### src/rtl/wsg_pkg.sv
// Package: shared mode type and status-bit positions for the write-status
// generator. Assumes a read word of at least 8 bits.
package wsg_pkg;
    typedef enum logic [2:0] {
        M_IDLE      = 3'd0,
        M_PROG      = 3'd1,
        M_ERASE     = 3'd2,
        M_SUSP_HIT  = 3'd3,
        M_SUSP_MISS = 3'd4
    } wsg_mode_e;

    localparam int POLL_BIT = 7;
    localparam int TGL_BIT  = 6;
    localparam int SECT_BIT = 2;
endpackage

### src/rtl/wsg_mode_dec.sv
// Module: wsg_mode_dec
// Decodes the operation-state inputs into one mode and the busy indication.
// A program always wins, so a program nested in erase-suspend is reported
// as a program. Assumes the inputs are stable, synchronous levels.
module wsg_mode_dec
    import wsg_pkg::*;
(
    input  logic      clk,
    input  logic      rst_n,
    input  logic      prog_busy,
    input  logic      erase_busy,
    input  logic      erase_susp,
    input  logic      sect_hit,
    output wsg_mode_e mode,
    output logic      busy
);
    // Priority decode of the current operation mode
    always_comb begin
        if (prog_busy)
            mode = M_PROG;
        else if (erase_busy && !erase_susp)
            mode = M_ERASE;
        else if (erase_susp && sect_hit)
            mode = M_SUSP_HIT;
        else if (erase_susp)
            mode = M_SUSP_MISS;
        else
            mode = M_IDLE;
    end

    // Busy while the array is being actively written
    always_comb busy = (mode == M_PROG) || (mode == M_ERASE);

    // a running program always reports busy
    a_r7_prog_busy: assert property (@(posedge clk) disable iff (!rst_n)
        prog_busy |-> busy);
    // a suspended erase without a program never reports busy
    a_r9_susp_ready: assert property (@(posedge clk) disable iff (!rst_n)
        (erase_susp && !prog_busy) |-> !busy);
endmodule

### src/rtl/wsg_toggle.sv
// Module: wsg_toggle
// Holds the two toggle flip-flops. Each one flips on a completed read strobe
// in the modes where it is defined to toggle. A new operation (op_start)
// clears both, and the clear takes priority over a same-cycle strobe.
module wsg_toggle
    import wsg_pkg::*;
(
    input  logic      clk,
    input  logic      rst_n,
    input  logic      op_start,
    input  logic      rd_strb,
    input  wsg_mode_e mode,
    output logic      tgl6,
    output logic      tgl2
);
    logic flip6, flip2;

    // Modes in which each toggle advances
    always_comb begin
        flip6 = (mode == M_PROG) || (mode == M_ERASE);
        flip2 = (mode == M_ERASE) || (mode == M_SUSP_HIT);
    end

    // Toggle state update: reset/clear first, then flip on a read
    always_ff @(posedge clk) begin
        if (!rst_n || op_start) begin
            tgl6 <= 1'b0;
            tgl2 <= 1'b0;
        end else if (rd_strb) begin
            if (flip6) tgl6 <= ~tgl6;
            if (flip2) tgl2 <= ~tgl2;
        end
    end

    // a new operation leaves both toggles cleared
    a_r10_clear: assert property (@(posedge clk) disable iff (!rst_n)
        op_start |=> (!tgl6 && !tgl2));
    // a read in an active operation inverts the main toggle
    a_r3_flip: assert property (@(posedge clk) disable iff (!rst_n)
        (rd_strb && !op_start && (mode == M_PROG || mode == M_ERASE))
            |=> (tgl6 != $past(tgl6)));
    // with no operation, reads leave the main toggle unchanged
    a_r8_no_toggle: assert property (@(posedge clk) disable iff (!rst_n)
        (!op_start && mode == M_IDLE) |=> $stable(tgl6));
endmodule

### src/rtl/wsg_word_mux.sv
// Module: wsg_word_mux
// Builds the status word for the current mode and registers it on a read
// strobe. The word uses the toggle values before the flip of the same strobe.
// Bits other than 7, 6 and 2 always carry array data.
module wsg_word_mux
    import wsg_pkg::*;
#(
    parameter int W = 16
) (
    input  logic         clk,
    input  logic         rst_n,
    input  logic         rd_strb,
    input  wsg_mode_e    mode,
    input  logic         tgl6,
    input  logic         tgl2,
    input  logic         prog_d7,
    input  logic [W-1:0] array_data,
    output logic [W-1:0] rd_data
);
    logic [W-1:0] word;

    // Overlay the status bits that apply in the current mode
    always_comb begin
        word = array_data;
        case (mode)
            M_PROG: begin
                word[POLL_BIT] = ~prog_d7;
                word[TGL_BIT]  = tgl6;
                word[SECT_BIT] = tgl2;
            end
            M_ERASE: begin
                word[POLL_BIT] = 1'b0;
                word[TGL_BIT]  = tgl6;
                word[SECT_BIT] = tgl2;
            end
            M_SUSP_HIT: begin
                word[POLL_BIT] = 1'b1;
                word[TGL_BIT]  = 1'b1;
                word[SECT_BIT] = tgl2;
            end
            default: word = array_data;
        endcase
    end

    // Read register: captures the word on a completed read
    always_ff @(posedge clk) begin
        if (!rst_n)
            rd_data <= '0;
        else if (rd_strb)
            rd_data <= word;
    end

    // without a strobe the read bus holds
    a_r11_hold: assert property (@(posedge clk) disable iff (!rst_n)
        !rd_strb |=> $stable(rd_data));
    // a suspended-sector read shows both polling and main toggle high
    a_r5_susp_hit: assert property (@(posedge clk) disable iff (!rst_n)
        (rd_strb && mode == M_SUSP_HIT) |=> (rd_data[POLL_BIT] && rd_data[TGL_BIT]));
    // an active-erase read shows the polling bit low
    a_r4_erase_poll: assert property (@(posedge clk) disable iff (!rst_n)
        (rd_strb && mode == M_ERASE) |=> !rd_data[POLL_BIT]);
endmodule

### src/rtl/flash_wstat_gen.sv
// Module: flash_wstat_gen (top)
// Status-word generator for a flash array during internal program/erase.
// Assumes op_start pulses on the final write pulse of each command, and that
// rd_strb is a single-cycle pulse per completed read. W must be at least 8.
module flash_wstat_gen
    import wsg_pkg::*;
#(
    parameter int W = 16
) (
    input  logic         clk,
    input  logic         rst_n,
    input  logic         op_start,
    input  logic         prog_busy,
    input  logic         erase_busy,
    input  logic         erase_susp,
    input  logic         sect_hit,
    input  logic         prog_d7,
    input  logic [W-1:0] array_data,
    input  logic         rd_strb,
    output logic [W-1:0] rd_data,
    output logic         rb_pull
);
    wsg_mode_e mode;
    logic      busy;
    logic      tgl6, tgl2;

    // Width guard: the status bits need at least 8 data bits
    generate
        if (W < 8) begin : g_bad_width
            $error("flash_wstat_gen: W must be at least 8");
        end
    endgenerate

    wsg_mode_dec u_dec (
        .clk        (clk),
        .rst_n      (rst_n),
        .prog_busy  (prog_busy),
        .erase_busy (erase_busy),
        .erase_susp (erase_susp),
        .sect_hit   (sect_hit),
        .mode       (mode),
        .busy       (busy)
    );

    wsg_toggle u_tgl (
        .clk      (clk),
        .rst_n    (rst_n),
        .op_start (op_start),
        .rd_strb  (rd_strb),
        .mode     (mode),
        .tgl6     (tgl6),
        .tgl2     (tgl2)
    );

    wsg_word_mux #(.W(W)) u_mux (
        .clk        (clk),
        .rst_n      (rst_n),
        .rd_strb    (rd_strb),
        .mode       (mode),
        .tgl6       (tgl6),
        .tgl2       (tgl2),
        .prog_d7    (prog_d7),
        .array_data (array_data),
        .rd_data    (rd_data)
    );

    // Open-drain pull-down enable follows the busy decode
    always_comb rb_pull = busy;

    // an active, unsuspended erase holds the pin low
    a_r9_erase_low: assert property (@(posedge clk) disable iff (!rst_n)
        (erase_busy && !erase_susp) |-> rb_pull);
    // with nothing pending the pin is released
    a_r9_idle_rel: assert property (@(posedge clk) disable iff (!rst_n)
        (!prog_busy && !erase_busy) |-> !rb_pull);
endmodule

### config.mk
export PLATFORM = sky130hd
export DESIGN_NAME = flash_wstat_gen
export DESIGN_NICKNAME = d
export VERILOG_FILES = /design/src/rtl/wsg_pkg.sv /design/src/rtl/wsg_mode_dec.sv /design/src/rtl/wsg_toggle.sv /design/src/rtl/wsg_word_mux.sv /design/src/rtl/flash_wstat_gen.sv
export SDC_FILE = /design/constraint.sdc
export NUM_CORES = 1
export LEC_CHECK = 0
export BUFFER_PORTS_ARGS = -buffer_cell sky130_fd_sc_hd__clkbuf_2
export CORE_MARGIN = 10
export CORE_UTILIZATION = 40
export CTS_BUF_LIST = sky130_fd_sc_hd__clkbuf_8
export DETAILED_ROUTE_END_ITERATION = 8
export PLACE_DENSITY_LB_ADDON = 0.12
export SLEW_MARGIN = 40
export SYNTH_ARGS = -nofsm -noshare
export SYNTH_HDL_FRONTEND = slang
export SYNTH_HIERARCHICAL = 1
export SYNTH_SLANG_ARGS = --single-unit
### constraint.sdc
create_clock -name clk -period 4.4 [get_ports clk]
set_input_delay 1.32 -clock clk [delete_from_list [all_inputs] [get_ports clk]]
set_output_delay 1.32 -clock clk [all_outputs]
set_load 0.005 [all_outputs]
==> results.txt, run 1 <==
Synth async-reset ratio -> 0
Status -> finished, final reports clean
CP max stage delay -> 160 ps
Layout area overhead -> 32.7%
Number of global-route vias before repair -> 740
Initial antenna violation count -> 0
Power per cell area -> 348 nW/um^2
CP max stage cell -> nand2b_1
Core Box Area -> 1940 um^2
Hold Path Class -> flip-flop to flip-flop
Maximum vdd ir drop -> 0.187 mV
Setup tns final -> 0 ps
Postcts setup bufs -> 0
Sw Pwr -> 0.0876 mW
DP Cell Count -> 145
CP Launch Type -> input pin
Clk Tree Root Cell -> clkbuf_8
Syn_nets -> 105
Share of the synthesized area in the top cell type -> 0.449
Routed wire length per instance -> 12.8 um
H-tree depth -> 1
Post-synth EDFFs -> 0
Post-Synthesis Cells -> 80
Crit path DAT -> 1760 ps
Syn. warnings -> 6
Core Rows -> 16
Initial Utilization -> 0.414
Final Non-Filler Cells -> 149
Ys flop type -> dfxtp_1
Internal power -> 0.283 mW
Fin Clk Skew -> 2.33 ps
Top-level I/O count -> 42
Combinational share of power -> 0.156
Post-route ant nets -> 0
Post-Syn Area -> 803 um^2
# clock sinks -> 18
Worst Path Required -> 3080 ps
# diodes -> 0
CP Max Fanout -> 3
Count leader, synth -> dfxtp_1
Die Y -> 64.8 um
Clock buffer depth -> 2
Clock power share -> 0.364
First-pass DRT Iterations -> 2
Gr ovfl total -> 0
Critical Path Sink Type -> output pin
Post-synth top area cell -> dfxtp_1
Maxcap violations -> 0
CTS resizes -> 0
Detail Placement HPWL -> 1530 um
Iter 0 DRT Violations -> 20
Sw Ratio -> 0.236
Final hold viol count -> 0
Synth area leaders -> dfxtp_1, mux2i_1, nor2_1
Reg power frac -> 0.480
Worst-Margin Slew -> 738 ps
DRC violations left -> 0
Worst-path clk slew -> 70 ps
Routed via count -> 691
Register area share after synthesis -> 0.449
Worst Path Buf+Inv -> 2
Top post-synthesis cells by count -> dfxtp_1, mux2i_1, nor2_1
Post-cts hold buffer count -> 0
Power, Total -> 0.371 mW
# port buffers -> 41
Crit path time final -> 3080 ps
Max_slew headroom -> 0.507
Final Max Tran Viols -> 0
Routability cong. -> 0.721
Fin crit share -> 0.701
First-pass GRT wire length -> 3240 um
CTS tree -> done
CTS buffer count -> 3
Syn avg cell area -> 10.0 um^2
Routed vias/inst -> 4.64
Synth Register Bits -> 18
Largest delay contributor family on the critical path -> simple AND/OR/NAND/NOR gates
Chip Width -> 64.8 um
GRT Resource Usage Total -> 0.0941
Clk Latency, worst-skew pair -> 250 ps
Max Clk Rate -> 0.324 GHz
Share of layout cells above drive strength 1 -> 0.393
RSZ-0062 raised after global routing -> no
Layout Nets -> 148
Critical path, cell by cell -> clkbuf_2 > nand2b_1 > nand2b_1 > clkbuf_2
Leak -> 0.531 nW
Total Wirelength -> 1900 um
Largest net degree at the start of global routing -> 23
# fillers -> 212
Setup Crit Path Kind -> input pin to output pin
Die area -> 4200 um^2
Final setup vio count -> 0
Yosys cell types -> 25
## cell type report
cell class	instances	area, um^2	area share
multi-input cells	56	400	0.376
flip-flops and latches	18	360	0.338
repair buffers	41	205	0.192
clock buffers	4	55.1	0.0516
well taps	27	33.8	0.0317
inverters	3	11.3	0.0106
## layer usage
layer / share of wire / global-route usage / vias to the layer above
met5: 0 / 0 / -
met4: 0.025 / 0.0561 / 0
met3: 0.074 / 0.0344 / 4
met2: 0.48 / 0.156 / 22
met1: 0.42 / 0.100 / 307
li1: - / - / 358
## worst paths after layout
kind / slack (ps) / cells after the start / start / to
max: 1320 / 4 / erase_susp / rb_pull
min: 490 / 2 / u_mux/rd_data[6]$_SDFFE_PN0P_ / u_mux/rd_data[6]$_SDFFE_PN0P_
max reg2reg: 3610 / 2 / u_tgl/tgl6$_SDFFE_PP0P_ / u_tgl/tgl6$_SDFFE_PP0P_
min reg2reg: 490 / 2 / u_mux/rd_data[6]$_SDFFE_PN0P_ / u_mux/rd_data[6]$_SDFFE_PN0P_
## stage by stage
stage / hold slack [ps] / cell area, um^2 / util / worst slack, ps
after global routing: 524 / 1070 / 0.549 / 1270
after CTS: 491 / 1070 / 0.549 / 1310
after global placement: 462 / 1010 / 0.521 / 1330
after detailed placement: 478 / 1010 / 0.521 / 1310
final: 488 / 1070 / 0.549 / 1320
after floorplan: 460 / 803 / - / 1530
## flip-flops by register name, summed over array words and instances (netlist names)
register	flops
u_mux/rd_data	16
u_tgl/tgl2	1
u_tgl/tgl6	1
## kinds of logic after synthesis
logic type,after synthesis,synth area share
buf+inv,6,0.0529
xor+xnor,3,0.0327
mux,14,0.174
compound gates,10,0.112
flops,18,0.449
simple gates,29,0.179
## layout by cell type, fill, tap and decap left out, types with 2 or more instances in the layout
master and n:
clkbuf_2 41, clkbuf_8 4, dfxtp_1 18, inv_1 3
mux2i_1 14, nand2_1 4, nand2b_1 6, nand3b_1 2
nor2_1 13, xnor2_1 3
## worst min-delay path: stages (launching register included)
cell and delay [ps]:
dfxtp_1 320, nand3b_1 70, o21ai_1 60
## power groups by stage
stage,registers [mW],logic [mW],clock network (mW)
floorplan,0.182,0.0342,0
finish,0.178,0.0579,0.135
detailed placement,0.182,0.0592,0
CTS,0.178,0.0593,0.140
global route,0.179,0.0658,0.146
global placement,0.181,0.0582,0
Power figures use the tool's default switching activity.
==> inputs of run 2 (changes only) <==
ABC_AREA = 1   (was default)
clock period = 3.1 ns   (was 4.4 ns; I/O delays follow)
==> results.txt, run 2 <==
Total Wirelength -> 2100 um (+10%)
Fin Clk Skew -> 0.664 ps (-1.66 ps)
Top post-synthesis cells by count -> dfxtp_1, nor2_1, nand2_1
Initial Utilization -> 0.429 (+0.0150)
Critical Path Sink Type -> output pin
Worst-Margin Slew -> 582 ps (-157 ps)
Initial antenna violation count -> 0 (unchanged)
Yosys cell types -> 22 (-12%)
Post-Layout Inst Area -> 1080 um^2 (+1.3%)
Syn_nets -> 138 (+31%)
Post-Syn Area -> 850 um^2 (+5.8%)
Worst-path clk slew -> 60 ps (about the same)
Die area -> 4370 um^2 (+4.0%)
Layout Nets -> 180 (+22%)
Final hold viol count -> 0 (unchanged)
Final Max Tran Viols -> 0 (unchanged)
Register area share after synthesis -> 0.424 (-0.0244)
Synth async-reset ratio -> 0 (unchanged)
Largest net degree at the start of global routing -> 22 (-4.3%)
Crit path DAT -> 1330 ps (-430 ps)
Syn. warnings -> 6 (unchanged)
Hold Path Class -> flip-flop to flip-flop
Gr ovfl total -> 0 (unchanged)
Power per cell area -> 461 nW/um^2 (+33%)
Final setup vio count -> 0 (unchanged)
Leak -> 0.553 nW (+4.2%)
Detail Placement HPWL -> 1660 um (+8.8%)
Routed via count -> 820 (+19%)
Largest register FFs -> 16 (unchanged)
# diodes -> 0 (unchanged)
Synth Register Bits -> 18 (unchanged)
Layout area overhead -> 27.1%
Routed wire length per instance -> 11.7 um (-8.6%)
Worst Path Required -> 2170 ps (-910 ps)
Post-route ant nets -> 0 (unchanged)
Setup tns final -> 0 ps (unchanged)
Hold slack -> 473 ps (-14.4 ps)
Postcts setup bufs -> 0 (unchanged)
Number of global-route vias before repair -> 827 (+12%)
DRC violations left -> 0 (unchanged)
Post-Synthesis Cells -> 113 (+41%)
Clock buffer depth -> 2 (unchanged)
Most frequent cells in the layout -> clkbuf_2, nor2_1, dfxtp_1
First-pass DRT Iterations -> 4 (+2)
Dpl cell area -> 1040 um^2 (+2.7%)
Iter 0 DRT Violations -> 33 (+65%)
Post-cts hold buffer count -> 0 (unchanged)
Routed vias/inst -> 4.56 (-1.8%)
Max_slew headroom -> 0.609 (+0.102)
Synth area leaders -> dfxtp_1, nor2_1, o21ai_1
Commonest non-fill, non-tap cell in the layout -> clkbuf_2
First-pass GRT wire length -> 3580 um (+11%)
GRT Resource Usage Total -> 0.100 (+0.00599)
CTS resizes -> 0 (unchanged)
Core Box Area -> 1980 um^2 (+2.1%)
Maxcap violations -> 0 (unchanged)
Routability cong. -> 0.732 (+1.6%)
Clk Latency, worst-skew pair -> 240 ps (about the same)
Post-synth top area cell -> dfxtp_1
# port buffers -> 41 (unchanged)
Share of layout cells above drive strength 1 -> 0.412 (+0.0183)
CTS tree -> done
# clock sinks -> 18 (unchanged)
CP Launch Type -> input pin
Maximum vdd ir drop -> 0.269 mV (+44%)
Setup Crit Path Kind -> input pin to output pin
Post-synth EDFFs -> 0 (unchanged)
Biggest register -> u_mux/rd_data
Die Y -> 66.1 um (+2.0%)
RSZ-0062 raised after global routing -> no
Largest regs -> u_mux/rd_data x16, u_tgl/tgl2 x1, u_tgl/tgl6 x1
Share of the synthesized area in the top cell type -> 0.424 (-0.0244)
Fin crit share -> 0.729
# fillers -> 201 (-5.2%)
CTS buffer count -> 3 (unchanged)
Chip Width -> 66.1 um (+2.0%)
Status -> finished, final reports clean
H-tree depth -> 1 (unchanged)
Ys flop type -> dfxtp_1
CP Max Fanout -> 2 (-1)
Max Clk Rate -> 0.442 GHz
Core Rows -> 16 (unchanged)
Top-level I/O count -> 42 (unchanged)
Crit path time final -> 2260 ps
Clk Tree Root Cell -> clkbuf_8
Syn avg cell area -> 7.52 um^2 (-25%)
[run 2: cell count changes after synthesis, sizes merged, moves of 2 or more]
cell    previous run  this run
nor2              13        29
o21ai              2        17
mux2i             14         0
nand2              4        17
inv                3        15
nand2b             6         0
nand3              0         5
a21oi              1         4
xnor2              3         0
nand3b             2         0
[run 2: report_power, final]
part	switching [mW]	internal [mW]	total (mW)
logic	0.0499	0.0391	0.0890
clock network	0.0683	0.0860	0.154
registers	0.00733	0.247	0.254
[run 2: final timing paths]
kind | cells after the start | start | endpoint | slack (ps)
hold reg to reg | 2 | u_tgl/tgl2$_SDFFE_PP0P_ | u_tgl/tgl2$_SDFFE_PP0P_ | 470
hold / removal | 2 | u_tgl/tgl2$_SDFFE_PP0P_ | u_tgl/tgl2$_SDFFE_PP0P_ | 470
setup reg to reg | 4 | u_tgl/tgl6$_SDFFE_PP0P_ | u_mux/rd_data[6]$_SDFFE_PN0P_ | 2380
setup / recovery | 5 | erase_susp | rb_pull | 840
[run 2: cell families (layout without fill, tap and decap cells)]
logic type | count (synthesis) | count (layout) | share of synthesized area
buf+inv | 19 | 59 | 0.131
flops | 18 | 18 | 0.424
compound gates | 23 | 23 | 0.149
simple gates | 53 | 53 | 0.296
[run 2: final cells by class]
class | count | area, um^2 | area share
multi-input cells | 76 | 378 | 0.350
flip-flops and latches | 18 | 360 | 0.334
repair buffers | 41 | 205 | 0.190
inverters | 15 | 61.3 | 0.0568
clock buffers | 3 | 41.3 | 0.0382
well taps | 27 | 33.8 | 0.0313
[run 2: per-layer routing]
| metal | routed length [um] | vias to the layer above | global-route usage |
|---|---|---|---|
| li1 | - | 436 | - |
| met1 | 889 | 360 | 0.111 |
| met2 | 1010 | 22 | 0.166 |
| met3 | 191 | 2 | 0.0407 |
| met4 | 8 | 0 | 0.0393 |
| met5 | 0 | - | 0 |
[run 2: metrics by stage]
step / setup WS (ps) / power (mW) / utilization / instances
after global placement: 875 / 0.347 / 0.524 / 177
after detailed placement: 841 / 0.350 / 0.524 / 177
final: 839 / 0.498 / 0.545 / 180
after global routing: 808 / 0.524 / 0.545 / 180
after floorplan: 1060 / 0.313 / - / 113
after CTS: 841 / 0.508 / 0.545 / 180
[run 2: worst max-delay path, stage by stage]
cell and delay (ps):
clkbuf_2 90, inv_1 70, nand2_2 60, nand2_1 60, clkbuf_2 110
